**src/rtl/slow_timer_pkg.sv**
```systemverilog
package slow_timer_pkg;
  // register addresses
  localparam int ADR_PERIOD = 0;
  localparam int ADR_SCALE  = 1;
  localparam int ADR_ALARM  = 2;
  localparam int ADR_STATUS = 3;
  localparam int ADR_IEN    = 4;
  localparam int ADR_IDIS   = 5;
  localparam int ADR_MASK   = 6;
  localparam int ADR_COUNT  = 7;

  // status bit positions
  localparam int ST_IV   = 0;
  localparam int ST_WDOG = 1;
  localparam int ST_INC  = 2;
  localparam int ST_ALM  = 3;
  localparam int NUM_SRC = 4;

  // control -> datapath strobes
  typedef struct packed {
    logic wrPeriod;
    logic wrScale;
    logic wrAlarm;
  } strobe_t;

  // datapath -> control events
  typedef struct packed {
    logic iv;
    logic inc;
    logic alm;
  } evt_t;
endpackage

```
**src/rtl/slow_timer_div.sv**
```systemverilog
// Tick divider: raises hit on the tick that completes `limit` ticks.
// A limit of 0 stands for 2**W. A load restarts the count and wins over a tick.
module slow_timer_div #(
  parameter int W         = 16,
  parameter int RST_LIMIT = 0
) (
  input  logic         clk,
  input  logic         rstN,
  input  logic         load,
  input  logic [W-1:0] loadVal,
  input  logic         tick,
  output logic [W-1:0] limit,
  output logic         hit
);
  logic [W-1:0] cnt;
  logic [W:0]   limEff;
  logic         atEnd;

  assign limEff = (limit == '0) ? {1'b1, {W{1'b0}}} : {1'b0, limit};
  assign atEnd  = ({1'b0, cnt} == (limEff - 1'b1));
  assign hit    = tick & atEnd & ~load;

  always_ff @(posedge clk) begin
    if (!rstN) begin
      cnt   <= '0;
      limit <= W'(RST_LIMIT);
    end else if (load) begin
      cnt   <= '0;
      limit <= loadVal;
    end else if (tick) begin
      cnt <= atEnd ? '0 : cnt + 1'b1;
    end
  end
endmodule

```
**src/rtl/slow_timer_dp.sv**
```systemverilog
module slow_timer_dp
  import slow_timer_pkg::*;
#(
  parameter int DATA_W    = 32,
  parameter int COUNT_W   = 20,
  parameter int SCALE_W   = 16,
  parameter int PERIOD_W  = 16,
  parameter int SCALE_RST = 32768
) (
  input  logic                clk,
  input  logic                rstN,
  input  logic                tickEn,
  input  strobe_t             stb,
  input  logic [DATA_W-1:0]   wrData,
  output logic [COUNT_W-1:0]  count,
  output logic [COUNT_W-1:0]  alarmVal,
  output logic [SCALE_W-1:0]  scaleVal,
  output logic [PERIOD_W-1:0] periodVal,
  output evt_t                evt
);
  localparam int USED_A = (COUNT_W > SCALE_W) ? COUNT_W : SCALE_W;
  localparam int USED_W = (USED_A > PERIOD_W) ? USED_A : PERIOD_W;

  logic               incEvt;
  logic [COUNT_W-1:0] nextCount;

  slow_timer_div #(.W(SCALE_W), .RST_LIMIT(SCALE_RST)) u_presc (
    .clk(clk), .rstN(rstN), .load(stb.wrScale), .loadVal(wrData[SCALE_W-1:0]),
    .tick(tickEn), .limit(scaleVal), .hit(incEvt)
  );

  slow_timer_div #(.W(PERIOD_W), .RST_LIMIT(0)) u_interval (
    .clk(clk), .rstN(rstN), .load(stb.wrPeriod), .loadVal(wrData[PERIOD_W-1:0]),
    .tick(tickEn), .limit(periodVal), .hit(evt.iv)
  );

  assign nextCount = count + 1'b1;
  assign evt.inc   = incEvt;
  assign evt.alm   = incEvt & (nextCount == alarmVal);

  always_ff @(posedge clk) begin
    if (!rstN) begin
      count    <= '0;
      alarmVal <= '0;
    end else begin
      if (incEvt)      count    <= nextCount;
      if (stb.wrAlarm) alarmVal <= wrData[COUNT_W-1:0];
    end
  end

  generate
    if (USED_W < DATA_W) begin : g_spare
      logic unusedHi;
      assign unusedHi = ^wrData[DATA_W-1:USED_W];
    end
  endgenerate
endmodule

```
**src/rtl/slow_timer_ctrl.sv**
```systemverilog
module slow_timer_ctrl
  import slow_timer_pkg::*;
#(
  parameter int ADDR_W   = 4,
  parameter int DATA_W   = 32,
  parameter int COUNT_W  = 20,
  parameter int SCALE_W  = 16,
  parameter int PERIOD_W = 16
) (
  input  logic                clk,
  input  logic                rstN,
  input  logic [ADDR_W-1:0]   addr,
  input  logic                wrEn,
  input  logic [DATA_W-1:0]   wrData,
  input  logic                rdEn,
  input  evt_t                evt,
  input  logic [COUNT_W-1:0]  count,
  input  logic [COUNT_W-1:0]  alarmVal,
  input  logic [SCALE_W-1:0]  scaleVal,
  input  logic [PERIOD_W-1:0] periodVal,
  output strobe_t             stb,
  output logic [DATA_W-1:0]   rdData,
  output logic                irq,
  output logic [NUM_SRC-1:0]  status,
  output logic [NUM_SRC-1:0]  mask
);
  logic [NUM_SRC-1:0] setVec;
  logic               rdStat;
  logic               wrOn;
  logic               wrOff;
  logic               unusedHi;

  assign unusedHi = ^wrData[DATA_W-1:NUM_SRC];

  assign stb.wrPeriod = wrEn & (addr == ADDR_W'(ADR_PERIOD));
  assign stb.wrScale  = wrEn & (addr == ADDR_W'(ADR_SCALE));
  assign stb.wrAlarm  = wrEn & (addr == ADDR_W'(ADR_ALARM));
  assign wrOn         = wrEn & (addr == ADDR_W'(ADR_IEN));
  assign wrOff        = wrEn & (addr == ADDR_W'(ADR_IDIS));
  assign rdStat       = rdEn & (addr == ADDR_W'(ADR_STATUS));

  always_comb begin
    setVec          = '0;
    setVec[ST_IV]   = evt.iv;
    setVec[ST_WDOG] = 1'b0;
    setVec[ST_INC]  = evt.inc;
    setVec[ST_ALM]  = evt.alm;
  end

  always_ff @(posedge clk) begin
    if (!rstN) begin
      status <= '0;
      mask   <= '0;
    end else begin
      status <= (status & ~{NUM_SRC{rdStat}}) | setVec;
      if (wrOn)  mask <= mask | wrData[NUM_SRC-1:0];
      if (wrOff) mask <= mask & ~wrData[NUM_SRC-1:0];
    end
  end

  assign irq = |(status & mask);

  always_comb begin
    rdData = '0;
    if (rdEn) begin
      case (addr)
        ADDR_W'(ADR_PERIOD): rdData = DATA_W'(periodVal);
        ADDR_W'(ADR_SCALE):  rdData = DATA_W'(scaleVal);
        ADDR_W'(ADR_ALARM):  rdData = DATA_W'(alarmVal);
        ADDR_W'(ADR_STATUS): rdData = DATA_W'(status);
        ADDR_W'(ADR_MASK):   rdData = DATA_W'(mask);
        ADDR_W'(ADR_COUNT):  rdData = DATA_W'(count);
        default:             rdData = '0;
      endcase
    end
  end
endmodule

```
**src/rtl/slow_timer.sv**
```systemverilog
module slow_timer
  import slow_timer_pkg::*;
#(
  parameter int ADDR_W    = 4,
  parameter int DATA_W    = 32,
  parameter int COUNT_W   = 20,
  parameter int SCALE_W   = 16,
  parameter int PERIOD_W  = 16,
  parameter int SCALE_RST = 32768
) (
  input  logic              clk,
  input  logic              rstN,
  input  logic              tickEn,
  input  logic [ADDR_W-1:0] addr,
  input  logic              wrEn,
  input  logic [DATA_W-1:0] wrData,
  input  logic              rdEn,
  output logic [DATA_W-1:0] rdData,
  output logic              irq
);
  strobe_t             stb;
  evt_t                evt;
  logic [COUNT_W-1:0]  count;
  logic [COUNT_W-1:0]  alarmVal;
  logic [SCALE_W-1:0]  scaleVal;
  logic [PERIOD_W-1:0] periodVal;
  logic [NUM_SRC-1:0]  status;
  logic [NUM_SRC-1:0]  mask;

  slow_timer_dp #(
    .DATA_W(DATA_W), .COUNT_W(COUNT_W), .SCALE_W(SCALE_W),
    .PERIOD_W(PERIOD_W), .SCALE_RST(SCALE_RST)
  ) u_dp (
    .clk(clk), .rstN(rstN), .tickEn(tickEn), .stb(stb), .wrData(wrData),
    .count(count), .alarmVal(alarmVal), .scaleVal(scaleVal),
    .periodVal(periodVal), .evt(evt)
  );

  slow_timer_ctrl #(
    .ADDR_W(ADDR_W), .DATA_W(DATA_W), .COUNT_W(COUNT_W),
    .SCALE_W(SCALE_W), .PERIOD_W(PERIOD_W)
  ) u_ctrl (
    .clk(clk), .rstN(rstN), .addr(addr), .wrEn(wrEn), .wrData(wrData),
    .rdEn(rdEn), .evt(evt), .count(count), .alarmVal(alarmVal),
    .scaleVal(scaleVal), .periodVal(periodVal), .stb(stb),
    .rdData(rdData), .irq(irq), .status(status), .mask(mask)
  );
endmodule

```
**config.mk**
```make
export PLATFORM = sky130hd
export DESIGN_NAME = slow_timer
export DESIGN_NICKNAME = d
export VERILOG_FILES = /design/src/rtl/slow_timer_pkg.sv /design/src/rtl/slow_timer_div.sv /design/src/rtl/slow_timer_dp.sv /design/src/rtl/slow_timer_ctrl.sv /design/src/rtl/slow_timer.sv
export SDC_FILE = /design/constraint.sdc
export NUM_CORES = 1
export LEC_CHECK = 0
export ABC_AREA = 1
export BUFFER_PORTS_ARGS = -buffer_cell sky130_fd_sc_hd__buf_2
export CAP_MARGIN = 5
export CORE_ASPECT_RATIO = 0.8
export CORE_MARGIN = 4
export CORE_UTILIZATION = 55
export DETAILED_ROUTE_END_ITERATION = 12
export GPL_TIMING_DRIVEN = 0
export PLACE_DENSITY_LB_ADDON = 0.25
export SYNTH_ARGS = -nofsm -noshare
export SYNTH_HDL_FRONTEND = slang
export SYNTH_SLANG_ARGS = --single-unit
```
**constraint.sdc**
```tcl
create_clock -name clk -period 3 [get_ports clk]
set_input_delay 0.75 -clock clk [delete_from_list [all_inputs] [get_ports clk]]
set_output_delay 0.75 -clock clk [all_outputs]
set_load 0.02 [all_outputs]
```
## Yosys cells after proc, flatten, opt, wreduce, memory -nomap -nowiden

Index checks and enable logic that the tools add are counted.

| storage, ports and cells | value |
|---|---|
| flip-flop bits (word level) | 112 |
| input bits | 41 |
| output and inout port bits | 33 |
| logic and storage cells | 59 |

| cells by class | value |
|---|---|
| add/subtract/negate cells | 5 |
| equality and inequality tests | 10 |
| multiplexer cells | 8 |
| bitwise logic cells | 21 |
| reductions and logical operators | 7 |

Operators with widths:

| cell | count |
|---|---|
| one-hot mux 20 bit (6 select lines) | 1 |
| equality test 16 x 17 -> 1 bit | 2 |
| 2-to-1 mux 17 bit | 2 |
| subtractor 17 x 1 -> 17 bit, second input constant | 2 |
| adder 16 x 1 -> 16 bit, second input constant | 2 |
| zero test 16 bit | 2 |
| 2-to-1 mux 16 bit | 2 |
| 2-to-1 mux 32 bit | 1 |
| adder 20 x 1 -> 20 bit, second input constant | 1 |
| equality test 20 bit | 1 |
| equality test 4 x 3 -> 1 bit, second input constant | 4 |
| AND 4 bit | 3 |
| AND 1 bit | 11 |
| equality test 4 x 2 -> 1 bit, second input constant | 2 |
| 2-to-1 mux 4 bit | 2 |
| inverter 4 bit | 2 |
| OR 4 bit | 2 |
| equality test 4 x 1 -> 1 bit, second input constant | 1 |
| zero test 4 bit | 1 |
| OR reduction 2 bit | 2 |
| OR reduction 4 bit | 1 |
| inverter 1 bit | 3 |
| nonzero test 2 bit | 1 |

## Longest topological paths before layout

| depth | value |
|---|---|
| depth after elaboration | 8 |
| mapped depth | 19 |
| depth with buffers taken out | 18 |

## Modules after synthesis

From an unflattened synthesis, not the netlist that was laid out.

| second synthesis, totals | value |
|---|---|
| cell total of the unflattened synthesis | 1231 |
| area, all modules | 7897.6 µm² |

By module, submodules not included:

| module | instances | cells each | area each (µm²) | sequential area each (µm²) |
|---|---|---|---|---|
| slow_timer_dp | 1 | 376 | 2364.8 | 800.8 |
| slow_timer_div at u_dp.u_presc | 1 | 317 | 2172.1 | 640.6 |
| slow_timer_div at u_dp.u_interval | 1 | 319 | 2159.6 | 640.6 |
| slow_timer_ctrl | 1 | 219 | 1201.2 | 160.2 |

## Worst setup path before layout

No wires, ideal clock.

| timing | value |
|---|---|
| path type | input -> output |
| start point | in addr[3] |
| end point | out rdData[10] |
| arrival | 2.141 ns |
| data required time | 2.250 ns |
| setup slack | 0.109 ns |
| stages | 6 |
| buffers on the path | 1 |
| path through | nor2_1 -> inv_1 -> nor3_1 -> clkbuf_1 -> a221oi_1 -> nor2_1 |

| between the ends | value |
|---|---|
| word-level cells in the longest chain between the ends | 3 |
| elaborated cells on any way between the ends | 8 |
| classes of those cells | eq/ne (5); mux (2); reduce/logical (1) |

Ends and longest elaborated chain:

| element | line | text |
|---|---|---|
| start, declared | slow_timer.sv:14 | `input logic [ADDR_W-1:0] addr,` |
| equality test 4 x 3 -> 1 bit (tied with other cells) | slow_timer_ctrl.sv:66 | `case (addr)` |
| one-hot mux 20 bit (6 select lines) * | slow_timer_ctrl.sv:66 |  |
| 2-to-1 mux 32 bit * | slow_timer_ctrl.sv:65 | `if (rdEn) begin` |
| end, declared | slow_timer.sv:18 | `output logic [DATA_W-1:0] rdData,` |

Every way passes the cells marked *; elsewhere a longest branch is shown, timed or not.

## Worst setup path in the final report

| timing | value |
|---|---|
| start point | in addr[1] |
| end point | out rdData[6] |

Same word-level chain as after synthesis.

==> results.cfg <==
[setup_path]
rr_worst_depth = 16
cp.arrival_ps = 2160
slowest_delay_ps = 220
end_kind = output pin
critPathMostFrequentCell = buf_2
r2r_slack_ps = 200
cp_top_family = buffers and inverters
crit_required_ps = 2250
critical_path_buf_inv_count = 4
slowest_stage = buf_4
reg2reg_from = u_dp.u_presc.limit[0]
cp-start-kind = input port
crit_chain = buf_2 > nand2_1 > inv_2 > nand2_2 > buf_4 > o22ai_1 > a221oi_1 > nor2_1 > buf_2
crit_type = input port to output pin
cp_max_fo = 10
worstReg2RegEnd = u_dp.count[10]

[logic_synthesis]
synth_async_sr_flop_share_pct = 0
netlist_instances = 1147
syn_area_mm2 = 0.00728
synth_enable_flop_cells = 0
ys_warn_count = 0
seq_area_frac_synth_pct = 30.8
yosysUniqueCellTypes = 43
ys_ff_latch = 112
synth.avg_cell_area_um2 = 6.34
synth_ff_type = dfxtp_1

[power_and_ir_drop]
clkPwrFrac_pct = 37.6
p_switching_mw = 0.893
switching_share_pct = 28.4
power.density_mw_per_mm2 = 387
intPower_mw = 2.26
p_leak_nw = 3.67
pwr-share-comb_pct = 13.8
p_seq_share_pct = 48.6
power_mw = 3.15
vdd.ir_drop.worst_mv = 0.289

[final_layout]
diodes = 0
drive_gt1_share_pct = 11.2
areaGrowthSynthToFinish_pct = 11.8
finalInstanceArea_mm2 = 0.00813
fin_nets = 1267

[sta]
slew_viol_final = 0
finalHoldViolations = 0
worst_slew_pin_slew_ps = 725
rsz0062_at_grt = no
fin_skew_ps = 6.24
setup_viol = 0
period_share_pct = 97.1
post-route-min-period_ps = 2910
setup_tns_ps = 0
whs_ps = 467
slew_headroom_pct = 51.7
max_freq_ghz = 0.343

[global_routing]
grt_pass1_vias = 6783
grt_overflow = 0
grt_pass1_wl_um = 36100
grt_max_degree = 17
antenna_found_initial = 0
grt_use_total_pct = 30.3

[placed_design]
portBuffers = 48
gp_congestion = 0.954
hpwl_um = 18200
placed_area_mm2 = 0.00778

[cts]
cts.path.max_buffers = 2
insertion_delay_ps = 360
root_buffer = clkbuf_16
cts_buffers = 9
clk_pin_slew_ps = 70
htree_levels = 3
cts-hold-fix-buffers = 0
cts_sinks = 112
cts_tree = yes

[hold_path]
hp-class = flip-flop to flip-flop
min_from = u_ctrl.status[1]
whs_endpoint = u_ctrl.status[1]
hold_path_depth = 2

[detailed_routing]
vias_per_cell = 5.51
firstDrtPassIters = 7
first_iter_violations = 959
wl_per_cell_um = 16.4
drtAntennaViolNets = 0
drc = 0
routed_wl_um = 23000
vias = 7703

[die]
die_h_um = 111
start_util_pct = 56.3
die-area_mm2 = 0.0151
core-area_mm2 = 0.0129
fp-row-count = 37
die_width_um = 137
num_io_pins = 74

[run]
cap_violations = 0

[outcome]
outcome = completed
## routing by layer
metal  track usage (%)  share of wire [%]  vias up
li1                  -                  -     3804
met1              46.7                 46     3434
met2              41.8                 40      422
met3              7.21                 12       43
met4              7.45                2.2        0
met5                 0                  0        -
## worst register-to-register path, delay by kind of cell, from the launching register on
family / cells / cell delay, ps
adder cells (fa/ha/maj): 1 / 310
flip-flops: 1 / 340
AND/OR/NAND/NOR: 13 / 1500
buffers and inverters: 2 / 540
## cell usage in the layout (no fill, tap or decap), types with 4 or more instances in the layout
master,n
clkbuf_1,22
nor2_2,22
nand3_1,73
buf_2,49
xor2_1,39
nor2_4,4
inv_1,160
conb_1,12
buf_4,22
a21oi_1,64
nand2_4,4
o21ai_0,64
nand4_1,33
xnor2_1,16
clkbuf_16,9
nor3_1,22
nand2_2,6
dfxtp_1,112
nor2_1,150
ha_1,7
a221oi_1,12
nand2_1,258
o22ai_1,23
## what timing repair did
| item | 4_1_cts | 5_1_grt |
|---|---|---|
| setup buffers | 1 | 1 |
| endpoints found under the setup margin | 16 | 35 |
| gates resized for setup | 14 | 13 |
| pin swaps | 1 | 3 |
## flip-flops by register name, summed over array words and instances (netlist names), named ones only
name	count
u_dp.u_presc.limit	16
u_ctrl.status	4
u_dp.count	20
u_dp.u_presc.cnt	16
u_dp.u_interval.limit	16
u_dp.alarmVal	20
u_dp.u_interval.cnt	16
## cells by family (layout without fill, tap and decap cells)
kind of cell / after synthesis / count (layout) / share of synthesized area (%)
buf+inv: 209 / 274 / 11.9
compound gates: 171 / 171 / 13.0
simple gates: 590 / 590 / 35.8
fa+ha+maj: 7 / 7 / 1.20
xor+xnor: 57 / 57 / 7.24
other cells: 1 / 12 / 0.0515
flops: 112 / 112 / 30.8
## synth_stat cells (2+ instances only)
cell type	instances	share of area [%]
nand3_2	3	0.41
buf_2	4	0.28
nand2_2	4	0.34
xnor3_1	2	0.62
nor3_1	23	1.6
buf_6	3	0.46
o22ai_1	24	2.1
nand2_4	4	0.62
xor2_1	39	4.7
nand2_1	260	13
a21oi_1	64	4.4
nand4_1	33	2.8
inv_1	161	8.3
nor4_1	3	0.26
inv_2	2	0.10
nand3b_1	2	0.21
nor2_4	3	0.46
or2_2	3	0.26
ha_1	7	1.2
nand3_1	73	5.0
nor2_2	20	1.7
o21ai_0	64	4.4
a221oi_1	12	1.4
buf_4	14	1.4
nor2_1	153	7.9
xnor2_1	16	1.9
dfxtp_1	112	31
clkbuf_1	24	1.2
## area by class of cell
class	instances	area, um^2
buffer	46	268
clock buffer	13	260
timing repair buffer	50	263
fill	1247	4780
tap	175	219
clock inverter	2	15.0
inverter	163	612
sequential	112	2240
multi-input combinational	837	4250
## power groups by stage
stage / combinational, mW / clock, mW / sequential [mW]
floorplan: 0.301 / 0 / 1.56
global placement: 0.409 / 0 / 1.56
detailed placement: 0.414 / 0 / 1.56
CTS: 0.422 / 1.18 / 1.53
global route: 0.483 / 1.25 / 1.53
finish: 0.435 / 1.18 / 1.53
## how the worst max path moves through the flow
stage	startpoint	end	slack [ps]	cells past startpoint
after floorplan	addr[3]	rdData[10]	110	6
after global placement	addr[3]	rdData[12]	-600	8
after detailed placement	addr[3]	rdData[14]	-630	8
after CTS	addr[3]	rdData[10]	30	8
after global routing	addr[1]	rdData[6]	10	9
final	addr[1]	rdData[6]	90	9
## stage by stage
stage	util, %	worst slack [ps]	instances
after floorplan	-	109	1158
after global placement	60.2	-602	1381
after detailed placement	60.2	-633	1381
after CTS	62.7	31.9	1397
after global routing	63.0	10.3	1398
final	63.0	86.7	1398
Note: power is estimated with default switching activity, not from simulation.
